===== src/rtl/srm_pkg.sv =====
package srm_pkg;

  typedef enum logic [1:0] {
    ST_IDLE = 2'd0,
    ST_RUN  = 2'd1,
    ST_DONE = 2'd2
  } srm_state_e;

  // One-bit full addition: returns {carry_out, sum}
  function automatic logic [1:0] fa_bit(input logic x, input logic y, input logic cin);
    logic s;
    logic co;
    s  = x ^ y ^ cin;
    co = (x & y) | (x & cin) | (y & cin);
    return {co, s};
  endfunction

  // Addend chosen by a multiplier bit: multiplicand bit or zero
  function automatic logic gated_addend(input logic mc_bit, input logic mp_bit);
    return mc_bit & mp_bit;
  endfunction

endpackage


===== src/rtl/srm_serial_adder.sv =====
module srm_serial_adder (
  input  logic clk,
  input  logic rst_n,
  input  logic step,
  input  logic clr_carry,
  input  logic x,
  input  logic y,
  output logic sum,
  output logic carry_q
);
  import srm_pkg::*;

  logic [1:0] fa_res;

  always_comb begin
    fa_res = fa_bit(x, y, carry_q);
    sum    = fa_res[0];
  end

  always_ff @(posedge clk or negedge rst_n) begin
    if (!rst_n) begin
      carry_q <= 1'b0;
    end else if (clr_carry) begin
      carry_q <= 1'b0;
    end else if (step) begin
      carry_q <= fa_res[1];
    end
  end

endmodule


===== src/rtl/srm_sequencer.sv =====
module srm_sequencer #(
  parameter int WIDTH = 8,
  localparam int BW = $clog2(WIDTH + 1),
  localparam int PW = (WIDTH > 1) ? $clog2(WIDTH) : 1
) (
  input  logic          clk,
  input  logic          rst_n,
  input  logic          start,
  input  logic          bit_en,
  output logic          load,
  output logic          step,
  output logic          first_bit,
  output logic          last_bit,
  output logic          pass_end,
  output logic          last_pass_end,
  output logic          busy,
  output logic          done,
  output logic [BW-1:0] bit_idx,
  output logic [PW-1:0] pass_idx
);
  import srm_pkg::*;

  srm_state_e state_q;
  logic [BW-1:0] bit_q;
  logic [PW-1:0] pass_q;
  logic last_pass;

  always_comb begin
    busy          = (state_q == ST_RUN);
    done          = (state_q == ST_DONE);
    load          = start && !busy;
    step          = busy && bit_en;
    first_bit     = (bit_q == '0);
    last_bit      = (bit_q == BW'(WIDTH));
    last_pass     = (pass_q == PW'(WIDTH - 1));
    pass_end      = step && last_bit;
    last_pass_end = pass_end && last_pass;
    bit_idx       = bit_q;
    pass_idx      = pass_q;
  end

  always_ff @(posedge clk or negedge rst_n) begin
    if (!rst_n) begin
      state_q <= ST_IDLE;
      bit_q   <= '0;
      pass_q  <= '0;
    end else if (load) begin
      state_q <= ST_RUN;
      bit_q   <= '0;
      pass_q  <= '0;
    end else if (step) begin
      if (last_bit) begin
        bit_q <= '0;
        if (last_pass) begin
          state_q <= ST_DONE;
          pass_q  <= '0;
        end else begin
          pass_q <= pass_q + PW'(1);
        end
      end else begin
        bit_q <= bit_q + BW'(1);
      end
    end
  end

endmodule


===== src/rtl/srm_operand_loops.sv =====
module srm_operand_loops #(
  parameter int WIDTH = 8
) (
  input  logic             clk,
  input  logic             rst_n,
  input  logic             load,
  input  logic             step,
  input  logic             first_bit,
  input  logic             last_bit,
  input  logic [WIDTH-1:0] a_in,
  input  logic [WIDTH-1:0] b_in,
  input  logic             sum_bit,
  output logic             mcand_bit,
  output logic             psum_bit,
  output logic             mplier_bit,
  output logic [WIDTH-1:0] hi_half,
  output logic [WIDTH-1:0] lo_half
);

  logic [WIDTH-1:0] mcand_q;
  logic [WIDTH-1:0] mplier_q;
  logic [WIDTH-1:0] psum_q;
  logic [WIDTH-1:0] lo_q;

  // The extra bit-time of each pass feeds zeros in place of the operands
  always_comb begin
    mcand_bit  = last_bit ? 1'b0 : mcand_q[0];
    psum_bit   = last_bit ? 1'b0 : psum_q[0];
    mplier_bit = mplier_q[0];
    hi_half    = psum_q;
    lo_half    = lo_q;
  end

  always_ff @(posedge clk or negedge rst_n) begin
    if (!rst_n) begin
      mcand_q  <= '0;
      mplier_q <= '0;
      psum_q   <= '0;
      lo_q     <= '0;
    end else if (load) begin
      mcand_q  <= a_in;
      mplier_q <= b_in;
      psum_q   <= '0;
      lo_q     <= '0;
    end else if (step) begin
      // Sum loop is WIDTH long but a pass lasts WIDTH+1 bit-times:
      // the extra step is the one-place right shift of the partial sum.
      psum_q <= {sum_bit, psum_q[WIDTH-1:1]};
      if (!last_bit) begin
        mcand_q <= {mcand_q[0], mcand_q[WIDTH-1:1]};
      end
      if (first_bit) begin
        lo_q <= {sum_bit, lo_q[WIDTH-1:1]};
      end
      if (last_bit) begin
        mplier_q <= {1'b0, mplier_q[WIDTH-1:1]};
      end
    end
  end

endmodule


===== src/rtl/srm_multiplier.sv =====
module srm_multiplier #(
  parameter int WIDTH = 8,
  localparam int BW = $clog2(WIDTH + 1),
  localparam int PW = (WIDTH > 1) ? $clog2(WIDTH) : 1
) (
  input  logic               clk,
  input  logic               rst_n,
  input  logic               start,
  input  logic               bit_en,
  input  logic [WIDTH-1:0]   mcand_in,
  input  logic [WIDTH-1:0]   mplier_in,
  output logic               done,
  output logic [2*WIDTH-1:0] product
);
  import srm_pkg::*;

  logic          load;
  logic          step;
  logic          first_bit;
  logic          last_bit;
  logic          pass_end;
  logic          last_pass_end;
  logic          busy;
  logic [BW-1:0] bit_idx;
  logic [PW-1:0] pass_idx;
  logic          mcand_bit;
  logic          psum_bit;
  logic          mplier_bit;
  logic          addend_bit;
  logic          sum_bit;
  logic          carry_q;
  logic          carry_clr;
  logic [WIDTH-1:0] hi_half;
  logic [WIDTH-1:0] lo_half;

  srm_sequencer #(.WIDTH(WIDTH)) u_seq (
    .clk           (clk),
    .rst_n         (rst_n),
    .start         (start),
    .bit_en        (bit_en),
    .load          (load),
    .step          (step),
    .first_bit     (first_bit),
    .last_bit      (last_bit),
    .pass_end      (pass_end),
    .last_pass_end (last_pass_end),
    .busy          (busy),
    .done          (done),
    .bit_idx       (bit_idx),
    .pass_idx      (pass_idx)
  );

  srm_operand_loops #(.WIDTH(WIDTH)) u_loops (
    .clk        (clk),
    .rst_n      (rst_n),
    .load       (load),
    .step       (step),
    .first_bit  (first_bit),
    .last_bit   (last_bit),
    .a_in       (mcand_in),
    .b_in       (mplier_in),
    .sum_bit    (sum_bit),
    .mcand_bit  (mcand_bit),
    .psum_bit   (psum_bit),
    .mplier_bit (mplier_bit),
    .hi_half    (hi_half),
    .lo_half    (lo_half)
  );

  always_comb begin
    addend_bit = gated_addend(mcand_bit, mplier_bit);
    carry_clr  = load | pass_end;
    product    = {hi_half, lo_half};
  end

  srm_serial_adder u_add (
    .clk       (clk),
    .rst_n     (rst_n),
    .step      (step),
    .clr_carry (carry_clr),
    .x         (psum_bit),
    .y         (addend_bit),
    .sum       (sum_bit),
    .carry_q   (carry_q)
  );

endmodule


===== config.mk =====
export PLATFORM = sky130hd
export DESIGN_NAME = srm_multiplier
export DESIGN_NICKNAME = d
export VERILOG_FILES = /design/src/rtl/srm_pkg.sv /design/src/rtl/srm_serial_adder.sv /design/src/rtl/srm_sequencer.sv /design/src/rtl/srm_operand_loops.sv /design/src/rtl/srm_multiplier.sv
export SDC_FILE = /design/constraint.sdc
export NUM_CORES = 1
export LEC_CHECK = 0
export BUFFER_PORTS_ARGS = -buffer_cell sky130_fd_sc_hd__buf_4
export CAP_MARGIN = 20
export CORE_MARGIN = 1
export CORE_UTILIZATION = 60
export DETAILED_ROUTE_END_ITERATION = 12
export PLACE_DENSITY = 0.93
export SLEW_MARGIN = 40
export SYNTH_ARGS = -nofsm -noshare
export SYNTH_HDL_FRONTEND = slang
export SYNTH_HIERARCHICAL = 1
export SYNTH_SLANG_ARGS = --single-unit

===== constraint.sdc =====
create_clock -name clk -period 3.2 [get_ports clk]
set_input_delay 0.64 -clock clk [delete_from_list [all_inputs] [get_ports clk]]
set_output_delay 0.64 -clock clk [all_outputs]
set_load 0.01 [all_outputs]

* After elaboration in Yosys (flattened, before gate mapping)
Index checks and enable logic that the tools add are counted.
** Cells by class
- Bitwise logic cells :: 9
- Add/sub/neg operators :: 2
- Multiply operators :: 0
- $lt $le $gt $ge :: 0
- Shift operators :: 0
- Div/mod/pow operators :: 0
- Equal/unequal tests :: 5
- Reduce and logical (&&, ||, !) cells :: 14
- Mux-type cells :: 26
** Operator list (count)
- $mux W8 :: 11
- $mux W3 :: 4
- $mux W4 :: 3
- $reduce_bool A2 Y1 :: 5
- $mux W2 :: 4
- $reduce_and A2 Y1 :: 3
- $add A4 B1 Y4 const B :: 1
- $and A1 B1 Y1 :: 4
- $eq A4 B4 Y1 const B :: 1
- $logic_not A4 Y1 :: 1
- $mux W1 :: 4
- $add A3 B1 Y3 const B :: 1
- $eq A3 B3 Y1 const B :: 1
- $logic_and A1 B1 Y1 :: 3
- $or A1 B1 Y1 :: 3
- $reduce_and A3 Y1 :: 1
- $eq A2 B1 Y1 const B :: 1
- $eq A2 B2 Y1 const B :: 1
- $ne A2 B2 Y1 const B :: 1
- $xor A1 B1 Y1 :: 2
- $logic_not A1 Y1 :: 1
** Word-level totals
- Bits in registers :: 42
- Memory bits (writable) :: 0
- ROM bits :: 0
- Latch bits :: 0
- Memories kept :: 0

* Depth between registers and ports, before layout
- Depth in word-level cells :: 8
- Gate-level depth with buffers :: 11
- Gate-level depth less buffers :: 8

* Modules after synthesis
Netlist, hierarchy kept.
** By module, submodules not included
- srm_operand_loops :: cells an instance 147, instances 1, sequential area each 800.8 um^2, area an instance 1644.1 um^2
- srm_sequencer :: cells an instance 54, instances 1, sequential area each 225.2 um^2, area an instance 538.0 um^2
- srm_serial_adder :: cells an instance 4, instances 1, sequential area each 25.0 um^2, area an instance 58.8 um^2
- srm_multiplier :: cells an instance 2, instances 1, sequential area each 0.0 um^2, area an instance 12.5 um^2

* Worst setup path after synthesis
No wires, ideal clock.
- Path kind :: flip-flop to flip-flop
- From :: register u_seq.bit_q[0] (netlist: u_seq/bit_idx[0])
- To :: register u_loops.lo_q[7] (netlist: u_loops/lo_half[7])
- Arrival :: 2048 ps
- Setup slack :: 1075 ps
- Stages on the path, launching flop included :: 12
- Required time :: 3123 ps
- Cells stage by stage :: dfrtp_1 -> inv_1 -> ha_1 -> and3b_1 -> buf_2 -> buf_6 -> buf_6 -> nor2b_1 -> and2_1 -> fa_1 -> nand3_1 -> a21oi_1
** Between the ends
- Word-level cells in the longest chain between the ends :: 8
- Elaborated cells on any way between the ends :: 12
- Classes of those cells :: eq/ne (1); mux (5); bitwise (3); reduce/logical (3)
** RTL lines
- start, declared :: line srm_sequencer.sv:24 : logic [BW-1:0] bit_q;
- start signal, assigned :: line srm_sequencer.sv:61 : bit_q <= bit_q + BW'(1);
- $eq A4 B4 Y1 :: line srm_sequencer.sv:34 : last_bit = (bit_q == BW'(WIDTH));
- via last_bit :: line srm_multiplier.sv:20 : logic last_bit;
- $mux W1 :: line srm_operand_loops.sv:27 : mcand_bit = last_bit ? 1'b0 : mcand_q[0];
- via mcand_bit :: line srm_multiplier.sv:26 : logic mcand_bit;
- $and A1 B1 Y1 :: line srm_pkg.sv:20 : return mc_bit & mp_bit;
- via addend_bit :: line srm_multiplier.sv:29 : logic addend_bit;
- $xor A1 B1 Y1 (2 in a row) :: line srm_pkg.sv:13 : s = x ^ y ^ cin;
- via sum_bit :: line srm_multiplier.sv:30 : logic sum_bit;
- $mux W8 :: line srm_operand_loops.sv:52 : if (first_bit) begin
- $mux W8 :: line srm_operand_loops.sv:45 : end else if (step) begin
- $mux W8 :: line srm_operand_loops.sv:40 : end else if (load) begin
- end signal, assigned :: line srm_operand_loops.sv:53 : lo_q <= {sum_bit, lo_q[WIDTH-1:1]};
- end, declared :: line srm_operand_loops.sv:23 : logic [WIDTH-1:0] lo_q;
The timed path passes the listed nets, and every way through them passes these cells. The select of a mux whose other input is x is not followed.
A chain may end at the register's enable or synchronous reset.

* Final worst setup path
- From :: register u_seq.bit_q[1] (netlist: u_seq/bit_idx[1])
- To :: register u_loops.lo_q[7] (netlist: u_loops/lo_half[7])
The elaborated chain is that of the path after synthesis.

==> flow_metrics.tcl <==
set metrics [dict create \
    avgRoutedWirePerCell_microns 15.6 \
    postRouteAntennaNets 0 \
    final_core_util 0.746 \
    synthToLayoutAreaGrowth_pct 15.0 \
    cp-end-kind "flop" \
    cp-start-kind "flop" \
    maxSlewHeadroom 0.565 \
    path_max_fanout 10 \
    cts.sinks 42 \
    dieWidth_microns 63.2 \
    post-place-ws_ps 1050 \
    dieArea_sq_um 4000 \
    grt_pass1_vias 1638 \
    critical_path.cell_chain "inv_1 > ha_1 > and3b_1 > nor2b_1 > and2_1 > fa_1 > nand3_1 > a21oi_1" \
    nets 260 \
    power_density_nw_per_um2 709 \
    grt.total_usage 0.242 \
    worst_slack_ps 985 \
    drc 0 \
    rsz0062_at_grt "no" \
    clk_pin_slew_worst_paths_ps 80 \
    post_cts_resized 0 \
    setup_violations 0 \
    hpwlAfterDp_mm 2.90 \
    fin_worst_skew_ps 4.49 \
    ctsHtreeMaxLevel 2 \
    antenna_found_initial 0 \
    tns_ps 0 \
    avgSynthCellArea_sq_um 10.9 \
    place_area_sq_um 2490 \
    crit_slowest_cell "fa_1" \
    post-route-period-util 0.692 \
    syn_inst 206 \
    clock.fmax_mhz 452 \
    hp-class "in2async" \
    hold_violations 0 \
    worst_pin_slew_ps 652 \
    insertion_delay_ps 300 \
    die_h_microns 63.2 \
    reg2regPathDepth 8 \
    start_util 0.649 \
    slew_violations 0 \
    core_region_area_sq_um 3470 \
    ctsRootBufferMaster "clkbuf_8" \
    drive_gt1_frac 0.271 \
    mostFrequentLayoutCells "dfrtp_1 (42), buf_4 (41), nand3_1 (13), nor2_1 (12), nand2_1 (10)" \
    io_buffers 36 \
    cts_tree "done" \
    cts_hold_buf 0 \
    final_common_cell "dfrtp_1" \
    drt-total-wl_mm 4.41 \
    grt_max_degree 43 \
    critPathKind "reg2reg" \
    cpPeakStageDelay_ps 550 \
    p_leak_nw 1.26 \
    place_congestion 0.764 \
    syn_area_sq_um 2250 \
    worstPathArrival_ps 2440 \
    n_antenna_cell 0 \
    cts_made_buffers 5 \
    dp.cells 274 \
    max-vdd-ir-drop_v 0.000475 \
    routed_via_density 5.82 \
    drt_iter0_markers 107 \
    gr-total-overflow 0 \
    crit_required_ps 3420 \
    synth_warnings 6 \
    num_vias 1642 \
    dr.pass1.iters 4 \
    synth_fp_nets 231 \
    clockBufferDepth 2 \
    fin_cells 282 \
    rows 21 \
    outcome "complete, no violations" \
    final_area_sq_um 2590 \
    num_io_pins 37 \
    fin_crit_ps 2210 \
    grt_pass1_wl_mm 7.31 \
    postCtsSetupBuffers 0 \
    maxCapViolCount 0 \
]
[flip-flops by register name, indices dropped and copies added (netlist names)]
name,count
u_add/carry_q,1
u_loops/hi_half,8
u_loops/lo_half,8
u_loops/mcand_q,8
u_loops/mplier_q,8
u_seq/bit_idx,4
u_seq/pass_idx,3
u_seq/state_q,2
[where the power goes]
group          internal (mW)  total [mW]  switching, mW
sequential             0.711       0.840          0.130
combinational          0.327       0.646          0.319
clock                  0.174       0.347          0.173
[layout make-up]
class,instances,area [sq um]
clock inverter,1,5.00
timing repair buffer,41,308
inverter,8,30.0
tap,46,57.6
fill,249,882
sequential,42,1050
multi-input combinational,137,1050
clock buffer,7,86.3
[critical path, delay by kind of cell (launching register included)]
kind	cells	cell delay, ps
flip-flops	1	400
adder cells (fa/ha/maj)	2	730
AND/OR/NAND/NOR	4	780
AO/OA/AOI/OAI	1	150
buffers and inverters	1	90
[routing by layer]
layer  share of wire  global-route usage
met1            0.44               0.291
met2            0.49               0.417
met3           0.053              0.0634
met4          0.0093              0.0852
met5               0                   0
[through the flow]
stage | hold WS (ps) | power, mW
finish | 313 | 1.83
global route | 360 | 1.95
CTS | 327 | 1.84
detailed placement | 545 | 1.48
global placement | 531 | 1.45
floorplan | 344 | 1.28
[final timing paths]
| kind | slack [ps] | to | start |
|---|---|---|---|
| max in group asynchronous | 2520 | u_loops/mplier_q[3] | rst_n |
| max reg2reg | 990 | u_loops/lo_half[7] | u_seq/bit_idx[1] |
| min | 310 | u_seq/bit_idx[2] | rst_n |
| min in group clk | 560 | u_loops/lo_half[0] | u_loops/lo_half[1] |
| max | 990 | u_loops/lo_half[7] | u_seq/bit_idx[1] |
| min reg2reg | 560 | u_loops/lo_half[0] | u_loops/lo_half[1] |
(Power assumes the default switching activity.)
